File: src/rtl/ais_pkg.sv
package ais_pkg;

    localparam int unsigned DEF_SLOTS   = 16;
    localparam int unsigned DEF_ISSUE_W = 4;
    localparam int unsigned DEF_CLASSES = 2;
    localparam int unsigned DEF_DISP_W  = 2;

    // Relation a newly dispatched entry takes to one other slot.
    typedef enum logic [1:0] {
        REL_NONE        = 2'd0,
        REL_NEW_YOUNGER = 2'd1,
        REL_NEW_OLDER   = 2'd2
    } rel_e;

    function automatic rel_e relate(
        input logic crit_mode,
        input logic other_occ,
        input logic same_cls,
        input logic new_crit,
        input logic other_crit
    );
        if (!other_occ || !same_cls) return REL_NONE;
        if (crit_mode && new_crit && !other_crit) return REL_NEW_OLDER;
        return REL_NEW_YOUNGER;
    endfunction

endpackage

File: src/rtl/ais_slot_state.sv
module ais_slot_state #(
    parameter int unsigned N      = 16,
    parameter int unsigned DW     = 2,
    parameter int unsigned SLOT_W = 4,
    parameter int unsigned CLS_W  = 1
) (
    input  logic                         clk,
    input  logic                         rst,
    input  logic [DW-1:0]                disp_vld,
    input  logic [DW-1:0][SLOT_W-1:0]    disp_slot,
    input  logic [DW-1:0]                disp_crit,
    input  logic [DW-1:0][CLS_W-1:0]     disp_cls,
    input  logic [N-1:0]                 grant,
    output logic [N-1:0]                 valid_q,
    output logic [N-1:0]                 crit_q,
    output logic [N-1:0][CLS_W-1:0]      cls_q,
    output logic [N-1:0]                 freed_q
);

    always_ff @(posedge clk) begin
        if (rst) begin
            valid_q <= '0;
            crit_q  <= '0;
            cls_q   <= '0;
            freed_q <= '0;
        end else begin
            valid_q <= valid_q & ~grant;
            freed_q <= grant;
            for (int d = 0; d < int'(DW); d++) begin
                if (disp_vld[d]) begin
                    valid_q[disp_slot[d]] <= 1'b1;
                    crit_q[disp_slot[d]]  <= disp_crit[d];
                    cls_q[disp_slot[d]]   <= disp_cls[d];
                end
            end
        end
    end

endmodule

File: src/rtl/ais_age_matrix.sv
module ais_age_matrix
    import ais_pkg::*;
#(
    parameter int unsigned N         = 16,
    parameter int unsigned DW        = 2,
    parameter int unsigned SLOT_W    = 4,
    parameter int unsigned CLS_W     = 1,
    parameter bit          CRIT_MODE = 1'b1
) (
    input  logic                         clk,
    input  logic                         rst,
    input  logic [DW-1:0]                disp_vld,
    input  logic [DW-1:0][SLOT_W-1:0]    disp_slot,
    input  logic [DW-1:0]                disp_crit,
    input  logic [DW-1:0][CLS_W-1:0]     disp_cls,
    input  logic [N-1:0]                 valid_q,
    input  logic [N-1:0]                 crit_q,
    input  logic [N-1:0][CLS_W-1:0]      cls_q,
    output logic [N-1:0][N-1:0]          age_q
);

    logic [N-1:0][N-1:0]     age_n;
    logic [N-1:0]            occ;
    logic [N-1:0]            ccrit;
    logic [N-1:0][CLS_W-1:0] ccls;
    logic [SLOT_W-1:0]       s;
    rel_e                    rel;

    // Lanes are applied in order; a later lane sees the earlier ones as
    // occupied and overwrites the shared bits, so it ends up younger.
    always_comb begin
        age_n = age_q;
        occ   = valid_q;
        ccrit = crit_q;
        ccls  = cls_q;
        s     = '0;
        rel   = REL_NONE;
        for (int d = 0; d < int'(DW); d++) begin
            if (disp_vld[d]) begin
                s = disp_slot[d];
                for (int j = 0; j < int'(N); j++) begin
                    if (SLOT_W'(j) == s) begin
                        age_n[s][j] = 1'b0;
                    end else begin
                        rel = relate(CRIT_MODE, occ[j], ccls[j] == disp_cls[d],
                                     disp_crit[d], ccrit[j]);
                        case (rel)
                            REL_NEW_YOUNGER: begin
                                age_n[s][j] = 1'b1;
                                age_n[j][s] = 1'b0;
                            end
                            REL_NEW_OLDER: begin
                                age_n[s][j] = 1'b0;
                                age_n[j][s] = 1'b1;
                            end
                            default: begin
                                age_n[s][j] = 1'b0;
                                age_n[j][s] = 1'b0;
                            end
                        endcase
                    end
                end
                occ[s]   = 1'b1;
                ccrit[s] = disp_crit[d];
                ccls[s]  = disp_cls[d];
            end
        end
    end

    always_ff @(posedge clk) begin
        if (rst) age_q <= '0;
        else     age_q <= age_n;
    end

endmodule

File: src/rtl/ais_row_pick.sv
module ais_row_pick #(
    parameter int unsigned N     = 16,
    parameter int unsigned IW    = 4,
    parameter int unsigned CNT_W = 5
) (
    input  logic [N-1:0] row,
    input  logic [N-1:0] bidv,
    input  logic         self_bid,
    output logic         grant
);

    logic [N-1:0]     masked;
    logic [CNT_W-1:0] older_cnt;

    assign masked = row & bidv;

    always_comb begin
        older_cnt = '0;
        for (int i = 0; i < int'(N); i++) begin
            older_cnt = older_cnt + CNT_W'(masked[i]);
        end
    end

    assign grant = self_bid && (older_cnt < CNT_W'(IW));

endmodule

File: src/rtl/age_issue_sel.sv
module age_issue_sel
    import ais_pkg::*;
#(
    parameter int unsigned N_SLOTS   = DEF_SLOTS,
    parameter int unsigned ISSUE_W   = DEF_ISSUE_W,
    parameter int unsigned N_CLASSES = DEF_CLASSES,
    parameter int unsigned DISP_W    = DEF_DISP_W,
    parameter bit          CRIT_MODE = 1'b1,
    localparam int unsigned SLOT_W   = $clog2(N_SLOTS),
    localparam int unsigned CLS_W    = (N_CLASSES > 1) ? $clog2(N_CLASSES) : 1,
    localparam int unsigned CNT_W    = $clog2(N_SLOTS + 1)
) (
    input  logic                            clk,
    input  logic                            rst,
    input  logic [DISP_W-1:0]               disp_vld_i,
    input  logic [DISP_W-1:0][SLOT_W-1:0]   disp_slot_i,
    input  logic [DISP_W-1:0]               disp_crit_i,
    input  logic [DISP_W-1:0][CLS_W-1:0]    disp_cls_i,
    input  logic [N_SLOTS-1:0]              bid_i,
    output logic [N_SLOTS-1:0]              grant_o,
    output logic [N_SLOTS-1:0]              freed_o
);

    logic [N_SLOTS-1:0]              valid_q;
    logic [N_SLOTS-1:0]              crit_q;
    logic [N_SLOTS-1:0][CLS_W-1:0]   cls_q;
    logic [N_SLOTS-1:0][N_SLOTS-1:0] age_q;
    logic [N_SLOTS-1:0]              bidv;

    assign bidv = bid_i & valid_q;

    ais_slot_state #(
        .N(N_SLOTS), .DW(DISP_W), .SLOT_W(SLOT_W), .CLS_W(CLS_W)
    ) u_state (
        .clk(clk), .rst(rst),
        .disp_vld(disp_vld_i), .disp_slot(disp_slot_i),
        .disp_crit(disp_crit_i), .disp_cls(disp_cls_i),
        .grant(grant_o),
        .valid_q(valid_q), .crit_q(crit_q), .cls_q(cls_q), .freed_q(freed_o)
    );

    ais_age_matrix #(
        .N(N_SLOTS), .DW(DISP_W), .SLOT_W(SLOT_W), .CLS_W(CLS_W),
        .CRIT_MODE(CRIT_MODE)
    ) u_matrix (
        .clk(clk), .rst(rst),
        .disp_vld(disp_vld_i), .disp_slot(disp_slot_i),
        .disp_crit(disp_crit_i), .disp_cls(disp_cls_i),
        .valid_q(valid_q), .crit_q(crit_q), .cls_q(cls_q),
        .age_q(age_q)
    );

    for (genvar r = 0; r < int'(N_SLOTS); r++) begin : g_row
        ais_row_pick #(
            .N(N_SLOTS), .IW(ISSUE_W), .CNT_W(CNT_W)
        ) u_pick (
            .row(age_q[r]), .bidv(bidv), .self_bid(bidv[r]), .grant(grant_o[r])
        );
    end

endmodule

File: config.mk
export PLATFORM = sky130hd
export DESIGN_NAME = age_issue_sel
export DESIGN_NICKNAME = d
export VERILOG_FILES = /design/src/rtl/ais_pkg.sv /design/src/rtl/ais_slot_state.sv /design/src/rtl/ais_age_matrix.sv /design/src/rtl/ais_row_pick.sv /design/src/rtl/age_issue_sel.sv
export SDC_FILE = /design/constraint.sdc
export NUM_CORES = 2
export LEC_CHECK = 0
export BUFFER_PORTS_ARGS = -buffer_cell sky130_fd_sc_hd__buf_2
export CAP_MARGIN = 20
export CORE_ASPECT_RATIO = 1.25
export CORE_MARGIN = 2
export CORE_UTILIZATION = 25
export DETAILED_ROUTE_END_ITERATION = 8
export MAX_ROUTING_LAYER = met4
export PLACE_DENSITY = 0.38
export SETUP_SLACK_MARGIN = 0.05
export SYNTH_ARGS = -nofsm -noshare
export SYNTH_HDL_FRONTEND = slang
export SYNTH_HIERARCHICAL = 1
export SYNTH_SLANG_ARGS = --single-unit
File: constraint.sdc
create_clock -name clk -period 8.3 [get_ports clk]
set_input_delay 1.245 -clock clk [delete_from_list [all_inputs] [get_ports clk]]
set_output_delay 1.245 -clock clk [all_outputs]
set_load 0.02 [all_outputs]
==> reports/metrics.yaml <==
seq_area_um2: 6410
whs_path_depth: 2
top_layer: "met4"
yosysUniqueCellTypes: 113
first_global_vias: 30900
area_growth_pct: 13.7
synth_top_area_cell: "dfxtp_1"
pin_count: 64
cp_common_cell: "fa_1"
core-area_um2: 108000
grt_usage_pct: 40.3
drt_iter0_drc: 5249
m1WireLength_um: 82200
r2r_cells: 15
hold_viol: 0
die_x_um: 299
vias: 32900
worstHoldStart: "u_matrix/age_q[51]$_SDFF_PP0_"
post_cts_buffers: 0
status: "completed"
ys_ff_latch: 320
slowest_delay_ps: 820
drv_cap: 0
slew_headroom_pct: 15.0
fmax_ghz: 0.136
die_area_um2: 112000
antenna_left: 0
p_total_mw: 4.55
clk_pin_slew_ps: 60
grt_first_pass_wirelength_um: 295000
period_needed_ps: 7340
worstPathCellList: "buf_2 -> and2_1 -> buf_4 -> and2_1 -> fa_1 -> fa_1 -> inv_1 -> fa_1 -> fa_1 -> inv_1 -> ha_1 -> nor4_1 -> and3_1 -> buf_2"
synth-async-reset-ratio_pct: 0
drt_pass1_iterations: 8
worstReg2RegEnd: "u_state/valid_q[7]$_SDFF_PP0_"
nFillCells: 11900
min_path_type: "register to register"
syn_inst: 3554
die_h_um: 373
yosysSeqAreaShare_pct: 23.5
rows: 135
synth_edf_count: 0
r2r_start: "u_state/valid_q[15]$_SDFF_PP0_"
post_drt_wl_per_cell_um: 45.0
root_buffer: "clkbuf_16"
cp_data_required_time_ps: 7050
place_hpwl_um: 152000
cts.sinks: 320
clkLatencyLatePin_ps: 650
worstPathMaxFanout: 9
critPathKind: "input pin to output port"
vdd_ir_drop_max_mv: 0.132
wl_met2_um: 93700
clockBufferDepth: 3
cts_hold_buf: 0
totalWireLength_um: 225000
multiInputGateArea_um2: 18900
fin_nets: 3752
p_leak_nw: 11.1
cp.arrival_ps: 6090
cts_made_buffers: 43
syn_area_um2: 27300
h-tree-depth: 2
syn_nets: 3794
slew_violations: 0
finalClockSkew_ps: 23.6
finalSetupTns_ps: 0
power_density_nw_per_um2: 147
cts_tree: "done"
period_share_pct: 88.4
route.met3.wl_um: 24000
start_util_pct: 25.2
via_per_inst: 6.58
yosysWarnings: 6
startpoint_type: "input pin"
grt_antenna_before_repair: 19
setup_violations: 0
drc_errors: 0
syn_avg_cell_area_um2: 7.67
worst_pin_slew_ps: 1270
rsz0062_at_grt: "false"
end_kind: "output port"
place.port_buffers: 63
cts_resized: 0
synth_top_cell_area_share_pct: 23.5
min_delay_worst_endpoint: "u_matrix/age_q[51]$_SDFF_PP0_"
drive_above_1_share_pct: 12.1
rrSetupSlack_ps: 2710
critical_path.slowest_cell: "and2_1"
synthTopCellsByArea: "dfxtp_1 23%, fa_1 11%, nand2_1 6.8%"
grt.overflow.total: 0
finalWeightedCongestion: 1.08
grt_start_max_net_pins: 124
synth_ff_type: "dfxtp_1"
layout make-up:
class	instances	share of cell area, %
antenna	18	0.145
clock buffer	64	4.25
clock inverter	11	0.662
inverter	158	1.91
multi-input combinational	2750	61.0
sequential	320	20.7
tap	1438	5.80
timing repair buffer	239	5.55
placed cells by master (no fill, tap or decap), types with 23 or more instances in the layout:
cell type / instances
o221ai_1: 58
ha_1: 64
nand3_1: 113
a311oi_1: 43
o22ai_1: 66
o211ai_1: 106
nand2_1: 487
and2_1: 196
nor2b_1: 53
buf_2: 62
a21oi_1: 215
and3_1: 44
dfxtp_1: 320
fa_1: 144
a211oi_1: 35
nor3_1: 82
clkbuf_16: 45
nor4_1: 23
nor2_1: 193
a31oi_1: 80
nand4_1: 33
mux2i_1: 24
inv_1: 153
buf_4: 164
nand2b_1: 35
o21ai_0: 161
a22oi_1: 107
through the flow:
| step | setup WS [ps] | util [%] | instance area [µm²] | std cells | hold slack, ps |
|---|---|---|---|---|---|
| detailed placement | 954 | 27.1 | 29400 | 4895 | 424 |
| floorplan | 2700 | - | 27300 | 3554 | 410 |
| global placement | 841 | 27.1 | 29300 | 4893 | 421 |
| CTS | 951 | 28.5 | 30900 | 4970 | 433 |
| global route | 935 | 28.6 | 31000 | 4991 | 447 |
| finish | 962 | 28.6 | 31000 | 4998 | 437 |
how the worst max path moves through the flow:
stage | startpoint | endpoint | slack [ps] | cells after the start
after floorplan | bid_i[15] | grant_o[8] | 2700 | 11
after global placement | bid_i[1] | grant_o[3] | 840 | 13
after detailed placement | bid_i[7] | grant_o[3] | 950 | 12
after CTS | bid_i[7] | grant_o[3] | 950 | 12
after global routing | bid_i[7] | grant_o[8] | 940 | 13
final | bid_i[13] | grant_o[3] | 960 | 14
critical path: cells and delay by family:
family	cells	cell delay [ps]
and+or+nand+nor	4	1920
adders and majority gates	5	2080
buffers and inverters	5	810
layer usage:
| layer | global-route usage (%) | vias up |
|---|---|---|
| li1 | - | 12800 |
| met1 | 46.2 | 16400 |
| met2 | 57.5 | 2687 |
| met3 | 11.2 | 954 |
| met4 | 34.8 | 0 |
| met5 | - | - |
where the power goes:
part           switching [mW]  internal (mW)  total, mW
Combinational           0.591          0.166      0.757
Sequential             0.0478           1.58       1.62
Clock                   0.889           1.28       2.16
Total                    1.53           3.02       4.55
cells by family (layout without fill, tap and decap cells):
kind of cell / Yosys count / count (layout) / synth area share [%]
buf+inv: 484 / 472 / 7.86
fa+ha+maj: 208 / 208 / 13.5
xor+xnor: 23 / 23 / 0.739
other cells: 0 / 18 / 0
compound gates: 1074 / 1074 / 26.9
flops: 320 / 320 / 23.5
simple gates: 1417 / 1417 / 26.4
mux: 28 / 28 / 1.05
cell usage after synthesis (44+ instances only):
master / count
a21oi_1: 215
a31oi_1: 81
o22ai_1: 66
a311oi_1: 44
inv_1: 154
fa_1: 144
o21ai_0: 164
a22oi_1: 107
nand2_1: 492
nor2b_1: 54
nor3_1: 85
clkbuf_1: 183
nand3_1: 113
o211ai_1: 106
nor2_1: 212
and2_1: 198
o221ai_1: 58
buf_2: 85
and3_1: 44
ha_1: 64
dfxtp_1: 320
flip-flops by register name (all words and copies together) (netlist names):
signal and count:
u_state/cls_q 16, u_matrix/age_q 256, u_state/valid_q 16, u_state/crit_q 16
u_state/freed_q 16
No activity file was read; power rests on OpenSTA's default activity.
